$ cat src/rtl/blk_fetch_pkg.sv
package blk_fetch_pkg;

   typedef enum logic [1:0] {
      ST_IDLE = 2'd0,
      ST_ADDR = 2'd1,
      ST_WAIT = 2'd2,
      ST_XFER = 2'd3
   } fetch_state_e;

   function automatic bit is_pow2(input int v);
      return (v > 0) && ((v & (v - 1)) == 0);
   endfunction

endpackage

$ cat src/rtl/blk_fetch_seq.sv
module blk_fetch_seq
   import blk_fetch_pkg::*;
#(
   parameter int WORDS       = 4,
   parameter int LAT         = 15,
   parameter bit INTERLEAVED = 1'b1,
   localparam int WSEL_W     = $clog2(WORDS),
   localparam int CNT_W      = $clog2(LAT + 1)
)(
   input  logic              clk,
   input  logic              rst_n,
   input  logic              req_valid,
   output logic              busy,
   output logic              accept,
   output logic              addr_phase,
   output logic              xfer,
   output logic              last_word,
   output logic [WSEL_W-1:0] widx
);

   fetch_state_e      state_q;
   logic [CNT_W-1:0]  cnt_q;
   logic [WSEL_W-1:0] widx_q;
   logic              lat_done;

   if (!is_pow2(WORDS) || WORDS < 2) begin : g_bad_words
      $error("WORDS must be a power of two of at least 2");
   end
   if (LAT < 1) begin : g_bad_lat
      $error("LAT must be at least 1");
   end

   assign busy       = (state_q != ST_IDLE);
   assign accept     = (state_q == ST_IDLE) && req_valid;
   assign addr_phase = (state_q == ST_ADDR);
   assign xfer       = (state_q == ST_XFER);
   assign last_word  = xfer && (widx_q == WSEL_W'(WORDS - 1));
   assign lat_done   = (cnt_q == CNT_W'(LAT - 1));
   assign widx       = widx_q;

   always_ff @(posedge clk or negedge rst_n) begin
      if (!rst_n) begin
         state_q <= ST_IDLE;
         cnt_q   <= '0;
         widx_q  <= '0;
      end else begin
         case (state_q)
            ST_IDLE: begin
               widx_q <= '0;
               if (req_valid) state_q <= ST_ADDR;
            end
            ST_ADDR: begin
               cnt_q   <= '0;
               state_q <= ST_WAIT;
            end
            ST_WAIT: begin
               if (lat_done) state_q <= ST_XFER;
               else          cnt_q   <= cnt_q + 1'b1;
            end
            ST_XFER: begin
               cnt_q <= '0;
               if (last_word) begin
                  widx_q  <= '0;
                  state_q <= ST_IDLE;
               end else begin
                  widx_q  <= widx_q + 1'b1;
                  state_q <= INTERLEAVED ? ST_XFER : ST_WAIT;
               end
            end
            default: state_q <= ST_IDLE;
         endcase
      end
   end

   a_r2_accept_idle: assert property (@(posedge clk) disable iff (!rst_n)
      (req_valid && !busy) |=> busy);

   a_r2_busy_hold: assert property (@(posedge clk) disable iff (!rst_n)
      (busy && !last_word) |=> busy);

   a_r6_last_release: assert property (@(posedge clk) disable iff (!rst_n)
      last_word |=> !busy);

   a_r4_addr_one_cycle: assert property (@(posedge clk) disable iff (!rst_n)
      addr_phase |=> (busy && !addr_phase));

endmodule

$ cat src/rtl/blk_fetch_addr.sv
module blk_fetch_addr #(
   parameter int ADDR_W      = 32,
   parameter int DATA_W      = 32,
   parameter int WORDS       = 4,
   parameter bit INTERLEAVED = 1'b1,
   localparam int WSEL_W     = $clog2(WORDS),
   localparam int BYTE_SH    = $clog2(DATA_W / 8),
   localparam int OFF_W      = WSEL_W + BYTE_SH,
   localparam int ROW_W      = ADDR_W - OFF_W,
   localparam int BADDR_W    = ADDR_W - BYTE_SH,
   localparam int NBANK      = INTERLEAVED ? WORDS : 1
)(
   input  logic               clk,
   input  logic               rst_n,
   input  logic               accept,
   input  logic               busy,
   input  logic               addr_phase,
   input  logic               xfer,
   input  logic               last_word,
   input  logic [WSEL_W-1:0]  widx,
   input  logic [ROW_W-1:0]   req_row,
   output logic [NBANK-1:0]   bank_rd_en,
   output logic [BADDR_W-1:0] bank_addr
);

   logic [ROW_W-1:0] row_q;

   always_ff @(posedge clk or negedge rst_n) begin
      if (!rst_n)      row_q <= '0;
      else if (accept) row_q <= req_row;
   end

   if (INTERLEAVED) begin : g_par
      logic unused_par;
      assign unused_par = ^{xfer, last_word, widx};
      assign bank_rd_en = {NBANK{addr_phase}};
      assign bank_addr  = {{WSEL_W{1'b0}}, row_q};
   end else begin : g_ser
      logic [WSEL_W-1:0] next_w;
      assign next_w     = addr_phase ? '0 : (widx + 1'b1);
      assign bank_rd_en = addr_phase | (xfer & ~last_word);
      assign bank_addr  = {row_q, next_w};
   end

   a_r8_row_held: assert property (@(posedge clk) disable iff (!rst_n)
      busy |=> (!busy || $stable(row_q)));

   a_r3_strobe_in_fill: assert property (@(posedge clk) disable iff (!rst_n)
      (bank_rd_en != '0) |-> busy);

endmodule

$ cat src/rtl/blk_fetch_mux.sv
module blk_fetch_mux #(
   parameter int DATA_W      = 32,
   parameter int WORDS       = 4,
   parameter bit INTERLEAVED = 1'b1,
   localparam int WSEL_W     = $clog2(WORDS),
   localparam int NBANK      = INTERLEAVED ? WORDS : 1
)(
   input  logic                    clk,
   input  logic                    rst_n,
   input  logic                    busy,
   input  logic                    xfer,
   input  logic                    last_word,
   input  logic [WSEL_W-1:0]       widx,
   input  logic [NBANK*DATA_W-1:0] bank_rdata,
   output logic                    out_valid,
   output logic [DATA_W-1:0]       out_data,
   output logic                    out_last
);

   assign out_valid = xfer;
   assign out_last  = last_word;

   if (INTERLEAVED) begin : g_lanes
      logic [DATA_W-1:0] lane [NBANK];
      for (genvar b = 0; b < NBANK; b++) begin : g_lane
         assign lane[b] = bank_rdata[b*DATA_W +: DATA_W];
      end
      assign out_data = lane[widx];
   end else begin : g_single
      logic unused_single;
      assign unused_single = ^widx;
      assign out_data = bank_rdata[DATA_W-1:0];
   end

   a_r10_valid_in_fill: assert property (@(posedge clk) disable iff (!rst_n)
      out_valid |-> busy);

   a_r6_last_with_valid: assert property (@(posedge clk) disable iff (!rst_n)
      out_last |-> out_valid);

endmodule

$ cat src/rtl/ilv_block_fetch.sv
module ilv_block_fetch
   import blk_fetch_pkg::*;
#(
   parameter int ADDR_W      = 32,
   parameter int DATA_W      = 32,
   parameter int WORDS       = 4,
   parameter int LAT         = 15,
   parameter bit INTERLEAVED = 1'b1,
   localparam int WSEL_W     = $clog2(WORDS),
   localparam int BYTE_SH    = $clog2(DATA_W / 8),
   localparam int OFF_W      = WSEL_W + BYTE_SH,
   localparam int ROW_W      = ADDR_W - OFF_W,
   localparam int BADDR_W    = ADDR_W - BYTE_SH,
   localparam int NBANK      = INTERLEAVED ? WORDS : 1
)(
   input  logic                    clk,
   input  logic                    rst_n,
   input  logic                    req_valid,
   input  logic [ADDR_W-1:0]       req_addr,
   output logic                    busy,
   output logic [NBANK-1:0]        bank_rd_en,
   output logic [BADDR_W-1:0]      bank_addr,
   input  logic [NBANK*DATA_W-1:0] bank_rdata,
   output logic                    out_valid,
   output logic [DATA_W-1:0]       out_data,
   output logic                    out_last
);

   if (DATA_W < 8 || !is_pow2(DATA_W / 8) || (DATA_W % 8) != 0) begin : g_bad_data
      $error("DATA_W must be a power-of-two number of bytes");
   end
   if (ADDR_W <= OFF_W) begin : g_bad_addr
      $error("ADDR_W too small for the block offset");
   end

   logic              accept;
   logic              addr_phase;
   logic              xfer;
   logic              last_word;
   logic [WSEL_W-1:0] widx;
   logic              unused_offset;

   assign unused_offset = ^req_addr[OFF_W-1:0];

   blk_fetch_seq #(
      .WORDS       (WORDS),
      .LAT         (LAT),
      .INTERLEAVED (INTERLEAVED)
   ) u_seq (
      .clk        (clk),
      .rst_n      (rst_n),
      .req_valid  (req_valid),
      .busy       (busy),
      .accept     (accept),
      .addr_phase (addr_phase),
      .xfer       (xfer),
      .last_word  (last_word),
      .widx       (widx)
   );

   blk_fetch_addr #(
      .ADDR_W      (ADDR_W),
      .DATA_W      (DATA_W),
      .WORDS       (WORDS),
      .INTERLEAVED (INTERLEAVED)
   ) u_addr (
      .clk        (clk),
      .rst_n      (rst_n),
      .accept     (accept),
      .busy       (busy),
      .addr_phase (addr_phase),
      .xfer       (xfer),
      .last_word  (last_word),
      .widx       (widx),
      .req_row    (req_addr[ADDR_W-1:OFF_W]),
      .bank_rd_en (bank_rd_en),
      .bank_addr  (bank_addr)
   );

   blk_fetch_mux #(
      .DATA_W      (DATA_W),
      .WORDS       (WORDS),
      .INTERLEAVED (INTERLEAVED)
   ) u_mux (
      .clk        (clk),
      .rst_n      (rst_n),
      .busy       (busy),
      .xfer       (xfer),
      .last_word  (last_word),
      .widx       (widx),
      .bank_rdata (bank_rdata),
      .out_valid  (out_valid),
      .out_data   (out_data),
      .out_last   (out_last)
   );

endmodule

$ cat config.mk
export PLATFORM = sky130hd
export DESIGN_NAME = ilv_block_fetch
export DESIGN_NICKNAME = d
export VERILOG_FILES = /design/src/rtl/blk_fetch_pkg.sv /design/src/rtl/blk_fetch_seq.sv /design/src/rtl/blk_fetch_addr.sv /design/src/rtl/blk_fetch_mux.sv /design/src/rtl/ilv_block_fetch.sv
export SDC_FILE = /design/constraint.sdc
export NUM_CORES = 1
export LEC_CHECK = 0
export BUFFER_PORTS_ARGS = -buffer_cell sky130_fd_sc_hd__buf_2
export CELL_PAD_IN_SITES_DETAIL_PLACEMENT = 1
export CELL_PAD_IN_SITES_GLOBAL_PLACEMENT = 2
export CORE_AREA = 2 2 113 115
export DETAILED_ROUTE_END_ITERATION = 8
export DIE_AREA = 0 0 115 117
export PLACE_DENSITY = 0.8
export SLEW_MARGIN = 20
export SYNTH_ARGS = -nofsm -noshare
export SYNTH_HDL_FRONTEND = slang
export SYNTH_SLANG_ARGS = --single-unit
$ cat constraint.sdc
create_clock -name clk -period 1.8 [get_ports clk]
set_input_delay 0.36 -clock clk [delete_from_list [all_inputs] [get_ports clk]]
set_output_delay 0.36 -clock clk [all_outputs]
set_load 0.02 [all_outputs]
==> results.env, run 1 <==
OUTCOME='complete, but fails checks'
VIOLATIONS='negative hold slack, negative setup slack'
DIE_X_UM=115
BUFFER_LEVELS_ON_THE_LONGEST_CLOCK_PATH=2
AREA_DELTA_SYNTH_FINAL_PCT=72.5
FINALMAXSLEWVIOLATIONS=0
PEAKVDDDROP_uV=781
MAXIMUM_NUMBER_OF_PINS_ON_ONE_NET_BEFORE_GLOBAL_ROUTE_REPAIR=35
HOLD_PATH_CLASS='primary input to async pin'
FILL_CELLS=1418
FIN_WORST_SKEW_NS=0.00858
ANTENNA-DIODE-COUNT=0
ANTENNA_NETS_POST_ROUTE=0
POWER_FRAC_CLOCK_PCT=14.3
ASYNCSETRESETFLOPFRACSYNTH_PCT=100
COMB_POWER_SHARE_PCT=62.3
NETSWITCHINGPOWER_mW=2.52
SWITCHING_SHARE_PCT=40.9
GRT_PASS1_VIAS=2546
TIMING.FINAL.CRIT_PERIOD_NS=2.03
CRITICAL_PATH.STARTPOINT_TYPE='flip-flop'
GRT_FIRST_PASS_WIRELENGTH_MM=14.0
FLOORPLAN.INITIALDENSITY_PCT=19.6
FP-ROW-COUNT=41
FINAL_MIN_PERIOD_OVER_CLOCK_PERIOD_PCT=113
TIMING.CRITICAL_PATH.SLOWEST_CELL_DELAY_NS=0.51
DETAIL_ROUTE.DRC_VIOLATIONS=0
SYNTHESIS.INSTANCES=158
CLOCK_TREE.HTREE_LEVEL_COUNT=2
DIE_Y_UM=117
POSTSYNTHREGISTERBITS=36
ARRIVAL_NS=1.67
GLOBALROUTE.BUSIESTLAYER='met2'
FINALHOLDVIOLCOUNT=11
CRIT_CHAIN='buf_12 > buf_16 > mux4_2 > buf_6'
SHARE_OF_LAYOUT_CELLS_ABOVE_DRIVE_STRENGTH_1_PCT=80.8
MULTI_INPUT_AREA_MM2=0.00138
REGISTER_AREA_UM2=903
GRT.OVERFLOW.TOTAL=0
CRITICAL_PATH.ENDPOINT_TYPE='primary output'
CP_MAX_FO=6
STANDBY_LEAKAGE_POWER_nW=2.01
DIE-AREA_MM2=0.0135
GRT_USE_MET2_PCT=24.4
GLOBAL_ROUTE.USAGE.MET1_PCT=16.2
CP.REQUIRED_NS=1.44
DRV.MAX_CAP_VIOLATION_COUNT=0
DRT_PASS1_ITERATIONS=4
RSZ_0062_RAISED_AFTER_GLOBAL_ROUTING='yes'
POSTLAYOUTSETUPSLACKWORST_NS=-0.225
POST-ROUTE-UTIL_PCT=33.8
GRT_UTIL_MET3_PCT=4.63
CLK-INSERTION-DELAY-LATE_NS=0.29
ROUTE.DETAILED.WL_PER_INST_UM=17.9
FINALSETUPTNS_NS=-5.68
GR-USAGE-ALL-LAYERS_PCT=13.9
CTSROOTBUFFERMASTER='sky130_fd_sc_hd__clkbuf_16'
COUNT_OF_UNIQUE_LIBRARY_CELLS_INSTANTIATED_BY_YOSYS=33
PATH_CLK_SLEW_NS=0.06
POWER_REPORT.INTERNAL_TOTAL_mW=3.64
FINALNETCOUNT=562
POWER_FRAC_SEQ_PCT=23.4
FMAXACHIEVABLE_MHz=494
CELL_WITH_THE_LARGEST_STAGE_DELAY_ON_THE_WORST_PATH='sky130_fd_sc_hd__mux4_2'
TOTALWIRELENGTH_MM=9.70
DR_TOTAL_VIAS=2374
SYNTH.AVG_CELL_AREA_UM2=15.3
CRITPATHTOPFAMILY='multiplexers'
SYNTHESIS.AREA_MM2=0.00241
CRIT_BUF_INV=3
TRITONCTS_CLOCK_TREE='yes'
SETUP.WORST_PATH.CLASS='flip-flop to primary output'
GP_CONGESTION=0.732
DP_HPWL_MM=8.08
BOUNDARYPINS=232
POWER_PER_CELL_AREA_mW_PER_MM2=1480
TIMING.FINAL.SETUP_VIOLATIONS=33
SYNTH_WARNINGS=0
ROUTED_VIA_DENSITY=4.39
CLKSINKCOUNT=36
HOLDWS_NS=-0.00861
TOTALPOWERFINAL_mW=6.16
SYNTH_SEQ_AREA_SHARE_PCT=37.3
NUMBER_OF_ANTENNA_VIOLATIONS_AT_THE_FIRST_CHECK_IN_GLOBAL_ROUTING=0
NUMBER_OF_ENABLE_TYPE_REGISTER_CELLS_IN_THE_SYNTHESIZED_NETLIST=0
CTS_INSERTED_BUFFERS=5
DESIGN.CORE.AREA_MM2=0.0123
SYNTH_FF_TYPE='sky130_fd_sc_hd__dfrtp_1'
DRT_ITER0_DRC=85
PORT-BUFFER-COUNT=225
-- stage by stage --
step | worst slack [ns] | hold WS [ns] | std cells | instance area, µm²
after global placement | 0.0807 | 0.310 | 529 | 3730
after global routing | -0.268 | 0.0232 | 541 | 4170
after CTS | -0.231 | 0.00439 | 540 | 4110
final | -0.225 | -0.00861 | 541 | 4170
after floorplan | 0.189 | 0.0644 | 159 | 2420
after detailed placement | 0.0596 | 0.313 | 529 | 3730
-- layout by cell type (no fill, tap or decap), types with 2 or more instances in the layout --
cell	n
sky130_fd_sc_hd__buf_2	195
sky130_fd_sc_hd__dfrtp_1	34
sky130_fd_sc_hd__mux4_2	32
sky130_fd_sc_hd__buf_6	31
sky130_fd_sc_hd__mux2_2	24
sky130_fd_sc_hd__buf_4	8
sky130_fd_sc_hd__ha_1	7
sky130_fd_sc_hd__inv_1	6
sky130_fd_sc_hd__mux2_1	6
sky130_fd_sc_hd__clkbuf_16	5
sky130_fd_sc_hd__buf_12	4
sky130_fd_sc_hd__nand2_1	3
sky130_fd_sc_hd__nand3_1	2
sky130_fd_sc_hd__nor2_1	2
sky130_fd_sc_hd__nor3_1	2
sky130_fd_sc_hd__ha_2	2
sky130_fd_sc_hd__conb_1	2
sky130_fd_sc_hd__clkinv_2	2
sky130_fd_sc_hd__buf_16	2
sky130_fd_sc_hd__dfrtp_2	2
-- timing repair --
action,CTS,global route
buffers inserted,1,1
setup endpoints to repair,33,37
cloned,2,0
hold buffers,0,0
gates resized for setup,50,18
-- final timing paths --
| check | depth (start not counted) | from | to | slack, ns |
|---|---|---|---|---|
| min in group clk | 2 | req_addr[10] | u_addr.row_q[6]$_DFFE_PN0P_ | 0.28 |
| worst max register to register | 5 | u_seq.state_q[0]$_DFFE_PN0P_ | u_seq.cnt_q[0]$_DFFE_PN0P_ | 0.17 |
| worst min register to register | 1 | u_addr.row_q[5]$_DFFE_PN0P_ | u_addr.row_q[5]$_DFFE_PN0P_ | 0.49 |
| worst max-delay path | 4 | u_seq.widx[0]$_DFFE_PN0P_ | out_data[17] | -0.23 |
| max in group asynchronous | 2 | rst_n | u_addr.row_q[3]$_DFFE_PN0P_ | 1.28 |
| worst min-delay path | 1 | rst_n | u_seq.widx[1]$_DFFE_PN0P_ | -0.009 |
-- layer usage --
metal,wire (µm),up-vias
met5,0,-
met4,108,0
met3,987,7
met2,4960,140
met1,3640,1155
li1,-,1072
-- synthesized netlist by cell type (all sizes together) (2+ instances only) --
| master | number | area share (%) |
|---|---|---|
| dfrtp | 36 | 37 |
| mux4 | 32 | 30 |
| mux2 | 30 | 14 |
| buf | 15 | 4.8 |
| ha | 9 | 4.7 |
| inv | 7 | 1.1 |
| nand2 | 4 | 0.73 |
| nand3 | 3 | 0.83 |
| nor3 | 3 | 0.83 |
| nor2 | 2 | 0.31 |
-- final cells by class --
cell class | instances | area share (%)
clock buffers | 6 | 3.33
repair buffers | 240 | 36.5
multi-input cells | 100 | 33.1
inverters | 7 | 0.631
clock inverters | 2 | 0.240
flip-flops and latches | 36 | 21.7
well taps | 150 | 4.50
-- flip-flops by register name (all words and copies together), names as in the netlist --
signal and count:
u_seq.state_q 2, u_seq.widx 2, u_seq.cnt_q 4, u_addr.row_q 28
-- power by group through the flow --
stage	clock [mW]	combinational (mW)	sequential (mW)
after global routing	0.941	4.15	1.50
after floorplan	0	1.94	1.83
after CTS	0.902	3.84	1.45
after global placement	0	3.43	1.41
after detailed placement	0	3.49	1.45
final	0.878	3.84	1.44
-- kinds of logic (layout without fill, tap and decap cells) --
group	after synthesis	after routing	synth area share, %
DFF	36	36	37.3
muxes	62	62	43.8
adders and majority gates	9	9	4.66
and+or+nand+nor	17	17	4.35
other	1	2	0.155
AOI/OAI and AO/OA	10	10	3.68
buffers and inverters	23	255	6.01
Note: power is estimated with default switching activity, not from simulation.
==> run 2: changes to the inputs <==
--- a/config.mk
+++ b/config.mk
@@ -16,3 +16,4 @@
 export SYNTH_ARGS = -nofsm -noshare
 export SYNTH_HDL_FRONTEND = slang
 export SYNTH_SLANG_ARGS = --single-unit
+export TNS_END_PERCENT = 10
==> constraint.sdc (replaced) <==
create_clock -name clk -period 2.2 [get_ports clk]
set_input_delay 0.44 -clock clk [delete_from_list [all_inputs] [get_ports clk]]
set_output_delay 0.44 -clock clk [all_outputs]
set_load 0.02 [all_outputs]
==> run 2 against run 1 <==
The run now ends clean. Sequential power down 18%. Non-clock buffer count down 9. Critical endpoint is now out_data[16]. Largest cell class is now multi-input combinational cells. Highest routed layer unchanged. Cell area is 7.7% lower. First-iteration DRC count is 40% lower.
==> results.env, run 2 (synthesized netlist as in run 1, its figures left out) <==
ROUTE.DETAILED.WL_PER_INST_UM=17.4  # was 17.9 µm
CTS_INSERTED_BUFFERS=5  # unchanged
DRT_ITER0_DRC=51  # was 85
LARGEST_REG_FLOPS=28  # unchanged
MOST-COMMON-LAYOUT-CELLS='sky130_fd_sc_hd__buf_2, sky130_fd_sc_hd__dfrtp_1, sky130_fd_sc_hd__mux4_2, sky130_fd_sc_hd__mux2_2, sky130_fd_sc_hd__ha_1'  # was sky130_fd_sc_hd__buf_2, sky130_fd_sc_hd__dfrtp_1, sky130_fd_sc_hd__mux4_2, sky130_fd_sc_hd__buf_6, sky130_fd_sc_hd__mux2_2
FMAXACHIEVABLE_MHz=481
DR_TOTAL_VIAS=2335  # was 2374
FINAL_MIN_PERIOD_OVER_CLOCK_PERIOD_PCT=94.4
HOLDWS_NS=0.199  # was -0.00861 ns
CP_MAX_FO=23  # was 6
DETAIL_ROUTE.DRC_VIOLATIONS=0  # unchanged
FINALHOLDVIOLCOUNT=0  # was 11
MAXIMUM_NUMBER_OF_PINS_ON_ONE_NET_BEFORE_GLOBAL_ROUTE_REPAIR=37  # was 35
DIE_Y_UM=117  # unchanged
TOP_REGISTER='u_addr.row_q'  # unchanged
CRITICAL_PATH.STARTPOINT_TYPE='flip-flop'  # unchanged
TRITONCTS_CLOCK_TREE='yes'  # unchanged
DESIGN.CORE.AREA_MM2=0.0123  # unchanged
FLOORPLAN.INITIALDENSITY_PCT=19.6  # unchanged
TOP_REGS='u_addr.row_q x28, u_seq.cnt_q x4'  # unchanged
CP.REQUIRED_NS=1.76  # was 1.44 ns
PLACED_CELLS=523  # was 529
PATH_CLK_SLEW_NS=0.06  # about the same
SHARE_OF_LAYOUT_CELLS_ABOVE_DRIVE_STRENGTH_1_PCT=79.1  # was 80.8%
FINALNETCOUNT=553  # was 562
GR-USAGE-ALL-LAYERS_PCT=13.0  # was 13.9%
DRT_PASS1_ITERATIONS=3  # was 4
TIMING.FINAL.SETUP_VIOLATIONS=0  # was 33
CTS.REPAIR.RESIZED=0  # was 50
GRT.OVERFLOW.TOTAL=0  # unchanged
ROUTED_VIA_DENSITY=4.39  # about the same
SETUP.WORST_PATH.CLASS='flip-flop to primary output'  # unchanged
BOUNDARYPINS=232  # unchanged
POWER_PER_CELL_AREA_mW_PER_MM2=1210  # was 1480 mW/mm²
GRT_PASS1_VIAS=2524  # was 2546
DRV.MAX_CAP_VIOLATION_COUNT=0  # unchanged
CRITICAL_PATH.ENDPOINT_TYPE='primary output'  # unchanged
NUMBER_OF_ANTENNA_VIOLATIONS_AT_THE_FIRST_CHECK_IN_GLOBAL_ROUTING=0  # unchanged
RSZ_0062_RAISED_AFTER_GLOBAL_ROUTING='no'  # was yes
TIMING.FINAL.CRIT_PERIOD_NS=2.08
FINALSETUPTNS_NS=0  # was -5.68 ns
DIE-AREA_MM2=0.0135  # unchanged
CLK-INSERTION-DELAY-LATE_NS=0.28  # was 0.29 ns
PLACEMENT.CELL_AREA_MM2=0.00369  # was 0.00373 mm²
FIN_WORST_SKEW_NS=0.00738  # was 0.00858 ns
BUFFER_LEVELS_ON_THE_LONGEST_CLOCK_PATH=2  # unchanged
OUTCOME='finished, final reports clean'  # was complete, but fails checks
FP-ROW-COUNT=41  # unchanged
FINAL-INSTANCE-COUNT-EXCL-FILL=532  # was 541
TOTALPOWERFINAL_mW=4.65  # was 6.16 mW
DIE_X_UM=115  # unchanged
FINALMAXSLEWVIOLATIONS=0  # unchanged
ANTENNA-DIODE-COUNT=0  # unchanged
ANTENNA_NETS_POST_ROUTE=0  # unchanged
STANDBY_LEAKAGE_POWER_nW=1.89  # was 2.01 nW
DP_HPWL_MM=7.94  # was 8.08 mm
ARRIVAL_NS=1.64  # was 1.67 ns
GP_CONGESTION=0.705  # was 0.732
LAYOUT.CELL_AREA.NON_FILLER_MM2=0.00385  # was 0.00417 mm²
GRT_FIRST_PASS_WIRELENGTH_MM=13.1  # was 14.0 mm
PORT-BUFFER-COUNT=225  # unchanged
FINAL_COMMON_CELL='sky130_fd_sc_hd__buf_2'  # unchanged
CTSROOTBUFFERMASTER='sky130_fd_sc_hd__clkbuf_16'  # unchanged
HOLD_PATH_CLASS='primary input to async pin'  # unchanged
PEAKVDDDROP_uV=598  # was 781 µV
TOTALWIRELENGTH_MM=9.28  # was 9.70 mm
CLOCK_TREE.HTREE_LEVEL_COUNT=2  # unchanged
AREA_DELTA_SYNTH_FINAL_PCT=59.3  # was 72.5%
CLKSINKCOUNT=36  # unchanged
==> run 2: area by class of cell <==
| cell class | instances | area, µm² |
|---|---|---|
| well taps | 150 | 188 |
| clock inverters | 2 | 10.0 |
| inverters | 7 | 26.3 |
| repair buffers | 231 | 1210 |
| fillers | 1437 | 8470 |
| multi-input cells | 100 | 1370 |
| flip-flops and latches | 36 | 902 |
| clock buffers | 6 | 139 |
==> run 2: critical path: stages, from the launching register on <==
cell and delay [ns]:
sky130_fd_sc_hd__dfrtp_2 0.39, sky130_fd_sc_hd__buf_12 0.21, sky130_fd_sc_hd__mux4_2 0.54, sky130_fd_sc_hd__buf_2 0.20
==> run 2: worst paths after layout <==
kind / cells after the start / endpoint / slack [ns] / from
min in group clk: 2 / u_addr.row_q[6]$_DFFE_PN0P_ / 0.37 / req_addr[10]
worst min register to register: 1 / u_addr.row_q[24]$_DFFE_PN0P_ / 0.48 / u_addr.row_q[24]$_DFFE_PN0P_
worst max register to register: 5 / u_seq.cnt_q[1]$_DFFE_PN0P_ / 0.37 / u_seq.state_q[1]$_DFFE_PN0P_
worst max-delay path: 3 / out_data[16] / 0.12 / u_seq.widx[0]$_DFFE_PN0P_
max in group asynchronous: 2 / u_seq.widx[0]$_DFFE_PN0P_ / 1.65 / rst_n
worst min-delay path: 2 / u_addr.row_q[8]$_DFFE_PN0P_ / 0.20 / rst_n
==> run 2: metal layers <==
layer  vias to the layer above  global-route usage [%]  share of wire [%]
met5                         -                       0                  0
met4                         0                    3.61               0.88
met3                         7                    5.25                 12
met2                       134                    23.3                 51
met1                      1138                    14.2                 36
li1                       1056                       -                  -
==> run 2: metrics by stage <==
step | setup slack (ns) | utilization [%]
after global routing | 0.0301 | 31.2
after floorplan | 0.525 | -
after detailed placement | 0.254 | 30.0
final | 0.122 | 31.2
after CTS | 0.0687 | 31.2
after global placement | 0.270 | 30.0
==> run 2: what timing repair did <==
item / CTS / global route
setup endpoints to repair: 19 / 0
hold buffers: 0 / 0
setup buffers: 1 / 0
==> run 2: report_power, final <==
part           internal, mW  leakage, nW  switching, mW
Sequential            0.986        0.433          0.198
Combinational          1.23         1.38           1.52
Clock                 0.446       0.0766          0.269
Total                  2.66         1.89           1.99
==> run 3: changes to the inputs <==
--- a/config.mk
+++ b/config.mk
@@ -11,6 +11,8 @@
 export CORE_AREA = 2 2 113 115
 export DETAILED_ROUTE_END_ITERATION = 8
 export DIE_AREA = 0 0 115 117
+export HOLD_SLACK_MARGIN = 0.02
+export MAX_ROUTING_LAYER = met4
 export PLACE_DENSITY = 0.8
 export SLEW_MARGIN = 20
 export SYNTH_ARGS = -nofsm -noshare
==> run 3 against run 2 <==
Maximum frequency about the same. Critical path type unchanged. Count of clock-buffer cells in the layout stayed put. Die area unchanged. Clock skew hardly changed.
==> results.env, run 3 (synthesized netlist as in run 1, its figures left out) <==
OUTCOME='finished, final reports clean'  # unchanged
GR-USAGE-ALL-LAYERS_PCT=13.4  # was 13.0%
PLACED_CELLS=523  # unchanged
FINALMAXSLEWVIOLATIONS=0  # unchanged
SETUP.WORST_PATH.CLASS='flip-flop to primary output'  # unchanged
CLK-INSERTION-DELAY-LATE_NS=0.28  # about the same
ROUTED_VIA_DENSITY=4.39  # unchanged
DRT_PASS1_ITERATIONS=3  # unchanged
HOLD_BUFFERS_POST_CTS=0  # unchanged
CRIT_PATH_START='u_seq.widx[0]$_DFFE_PN0P_'  # unchanged
MOST-COMMON-LAYOUT-CELLS='sky130_fd_sc_hd__buf_2, sky130_fd_sc_hd__dfrtp_1, sky130_fd_sc_hd__mux4_2, sky130_fd_sc_hd__mux2_2, sky130_fd_sc_hd__ha_1'  # unchanged
BOUNDARYPINS=232  # unchanged
TIMING.CRITICAL_PATH.SLOWEST_CELL_DELAY_NS=0.54  # about the same
ANTENNA_NETS_POST_ROUTE=0  # unchanged
FIN_WORST_SKEW_NS=0.00716  # was 0.00738 ns
ARRIVAL_NS=1.64  # about the same
DIE-AREA_MM2=0.0135  # unchanged
GRT.OVERFLOW.TOTAL=0  # unchanged
GP_CONGESTION=0.713  # was 0.705
STANDBY_LEAKAGE_POWER_nW=1.89  # unchanged
FINALNETCOUNT=553  # unchanged
TOTALWIRELENGTH_MM=9.27  # was 9.28 mm
MAXIMUM_NUMBER_OF_PINS_ON_ONE_NET_BEFORE_GLOBAL_ROUTE_REPAIR=37  # unchanged
FINALHOLDVIOLCOUNT=0  # unchanged
FLOORPLAN.INITIALDENSITY_PCT=19.6  # unchanged
WORST-R2R-CELL-COUNT=5  # unchanged
NUMBER_OF_ANTENNA_VIOLATIONS_AT_THE_FIRST_CHECK_IN_GLOBAL_ROUTING=0  # unchanged
GRT_PASS1_VIAS=2526  # was 2524
GRT_FIRST_PASS_WIRELENGTH_MM=13.1  # about the same
LAYOUT.CELL_AREA.NON_FILLER_MM2=0.00385  # unchanged
DETAIL_ROUTE.DRC_VIOLATIONS=0  # unchanged
PLACEMENT.CELL_AREA_MM2=0.00369  # unchanged
TIMING.FINAL.SETUP_VIOLATIONS=0  # unchanged
CP.REQUIRED_NS=1.76  # about the same
CTS.REPAIR.RESIZED=0  # unchanged
BUFFER_LEVELS_ON_THE_LONGEST_CLOCK_PATH=2  # unchanged
RR_STARTPOINT='u_seq.state_q[1]$_DFFE_PN0P_'  # unchanged
TIMING.FINAL.CRIT_PERIOD_NS=2.08  # about the same
DIE_X_UM=115  # unchanged
SHARE_OF_LAYOUT_CELLS_ABOVE_DRIVE_STRENGTH_1_PCT=79.1  # unchanged
MET3WIRELENGTH_MM=1.03  # was 1.09 mm
DIE_Y_UM=117  # unchanged
TOTALPOWERFINAL_mW=4.65  # about the same
DR_TOTAL_VIAS=2335  # unchanged
TOP_LAYER_USED='met4'  # unchanged
AREA_DELTA_SYNTH_FINAL_PCT=59.3  # unchanged
CTS_INSERTED_BUFFERS=5  # unchanged
FINAL_COMMON_CELL='sky130_fd_sc_hd__buf_2'  # unchanged
RSZ_0062_RAISED_AFTER_GLOBAL_ROUTING='no'  # unchanged
CRIT_CHAIN='buf_12 > mux4_2 > buf_2'  # unchanged
FINAL_MIN_PERIOD_OVER_CLOCK_PERIOD_PCT=94.3  # was 94.4%
LARGEST_REG_FLOPS=28  # unchanged
CLKSINKCOUNT=36  # unchanged
TRITONCTS_CLOCK_TREE='yes'  # unchanged
DRV.MAX_CAP_VIOLATION_COUNT=0  # unchanged
FINALSETUPTNS_NS=0  # unchanged
POST-ROUTE-UTIL_PCT=31.2  # unchanged
CP_MAX_FO=23  # unchanged
HOLD_PATH_CLASS='primary input to async pin'  # unchanged
ANTENNA-DIODE-COUNT=0  # unchanged
FMAXACHIEVABLE_MHz=482  # was 481 MHz
MET2_LENGTH_MM=4.74  # was 4.78 mm
PORT-BUFFER-COUNT=225  # unchanged
PATH_CLK_SLEW_NS=0.06  # about the same
DESIGN.CORE.AREA_MM2=0.0123  # unchanged
CELL_WITH_THE_LARGEST_STAGE_DELAY_ON_THE_WORST_PATH='sky130_fd_sc_hd__mux4_2'  # unchanged
POWER_PER_CELL_AREA_mW_PER_MM2=1210  # about the same
CLOCK_TREE.HTREE_LEVEL_COUNT=2  # unchanged
DP_HPWL_MM=7.94  # unchanged
DRT-MET1-WL_MM=3.39  # was 3.33 mm
FINAL-INSTANCE-COUNT-EXCL-FILL=532  # unchanged
TOP_REGISTER='u_addr.row_q'  # unchanged
CTSROOTBUFFERMASTER='sky130_fd_sc_hd__clkbuf_16'  # unchanged
CRITICAL_PATH.ENDPOINT_TYPE='primary output'  # unchanged
ROUTE.DETAILED.WL_PER_INST_UM=17.4  # about the same
TOP_REGS='u_addr.row_q x28, u_seq.cnt_q x4'  # unchanged
PEAKVDDDROP_uV=598  # about the same
FP-ROW-COUNT=41  # unchanged
DRT_ITER0_DRC=50  # was 51
CRITICAL_PATH.STARTPOINT_TYPE='flip-flop'  # unchanged
## run 3: cell counts in the layout (fill, tap and decap cells not counted)
Identical to the previous run, type by type.
## run 3: where the power goes
part	internal [mW]	total [mW]	leakage [nW]	switching [mW]
clock	0.446	0.715	0.0766	0.269
sequential	0.986	1.18	0.433	0.198
combinational	1.23	2.76	1.38	1.53
total	2.66	4.65	1.89	1.99
## run 3: repair_timing
action	4_1_cts	5_1_grt
endpoints found under the hold margin	0	0
setup endpoints to repair	19	0
setup buffers	1	0
## run 3: area by class of cell
type                            instances  area, µm²
Clock buffer                            6        139
Clock inverter                          2       10.0
Fill cell                            1437       8470
Inverter                                7       26.3
Multi-Input combinational cell        100       1370
Sequential cell                        36        902
Tap cell                              150        188
Timing Repair Buffer                  231       1210
## run 3: per-stage QoR
stage	hold WS [ns]	setup slack, ns
3_5_place_dp	0.475	0.254
4_1_cts	0.209	0.0687
2_1_floorplan	0.144	0.525
5_1_grt	0.242	0.0301
6_report	0.199	0.124
3_3_place_gp	0.469	0.270
## run 3: metal layers
metal / global-route usage, % / vias to the layer above
li1: - / 1056
met1: 14.5 / 1134
met2: 23.2 / 136
met3: 4.79 / 9
met4: 3.86 / 0
met5: - / -
## run 3: final timing paths
check | endpoint | slack, ns
min reg2reg | u_addr.row_q[24]$_DFFE_PN0P_ | 0.48
max in group asynchronous | u_seq.widx[0]$_DFFE_PN0P_ | 1.65
max reg2reg | u_seq.cnt_q[1]$_DFFE_PN0P_ | 0.37
max | out_data[16] | 0.12
min in group clk | u_addr.row_q[6]$_DFFE_PN0P_ | 0.37
min | u_addr.row_q[9]$_DFFE_PN0P_ | 0.20
## run 3: worst max-delay path, delay by kind of cell (launching register included)
family                 cells  cell delay, ns
muxes                      1            0.54
DFF                        1            0.39
buffers and inverters      2            0.41
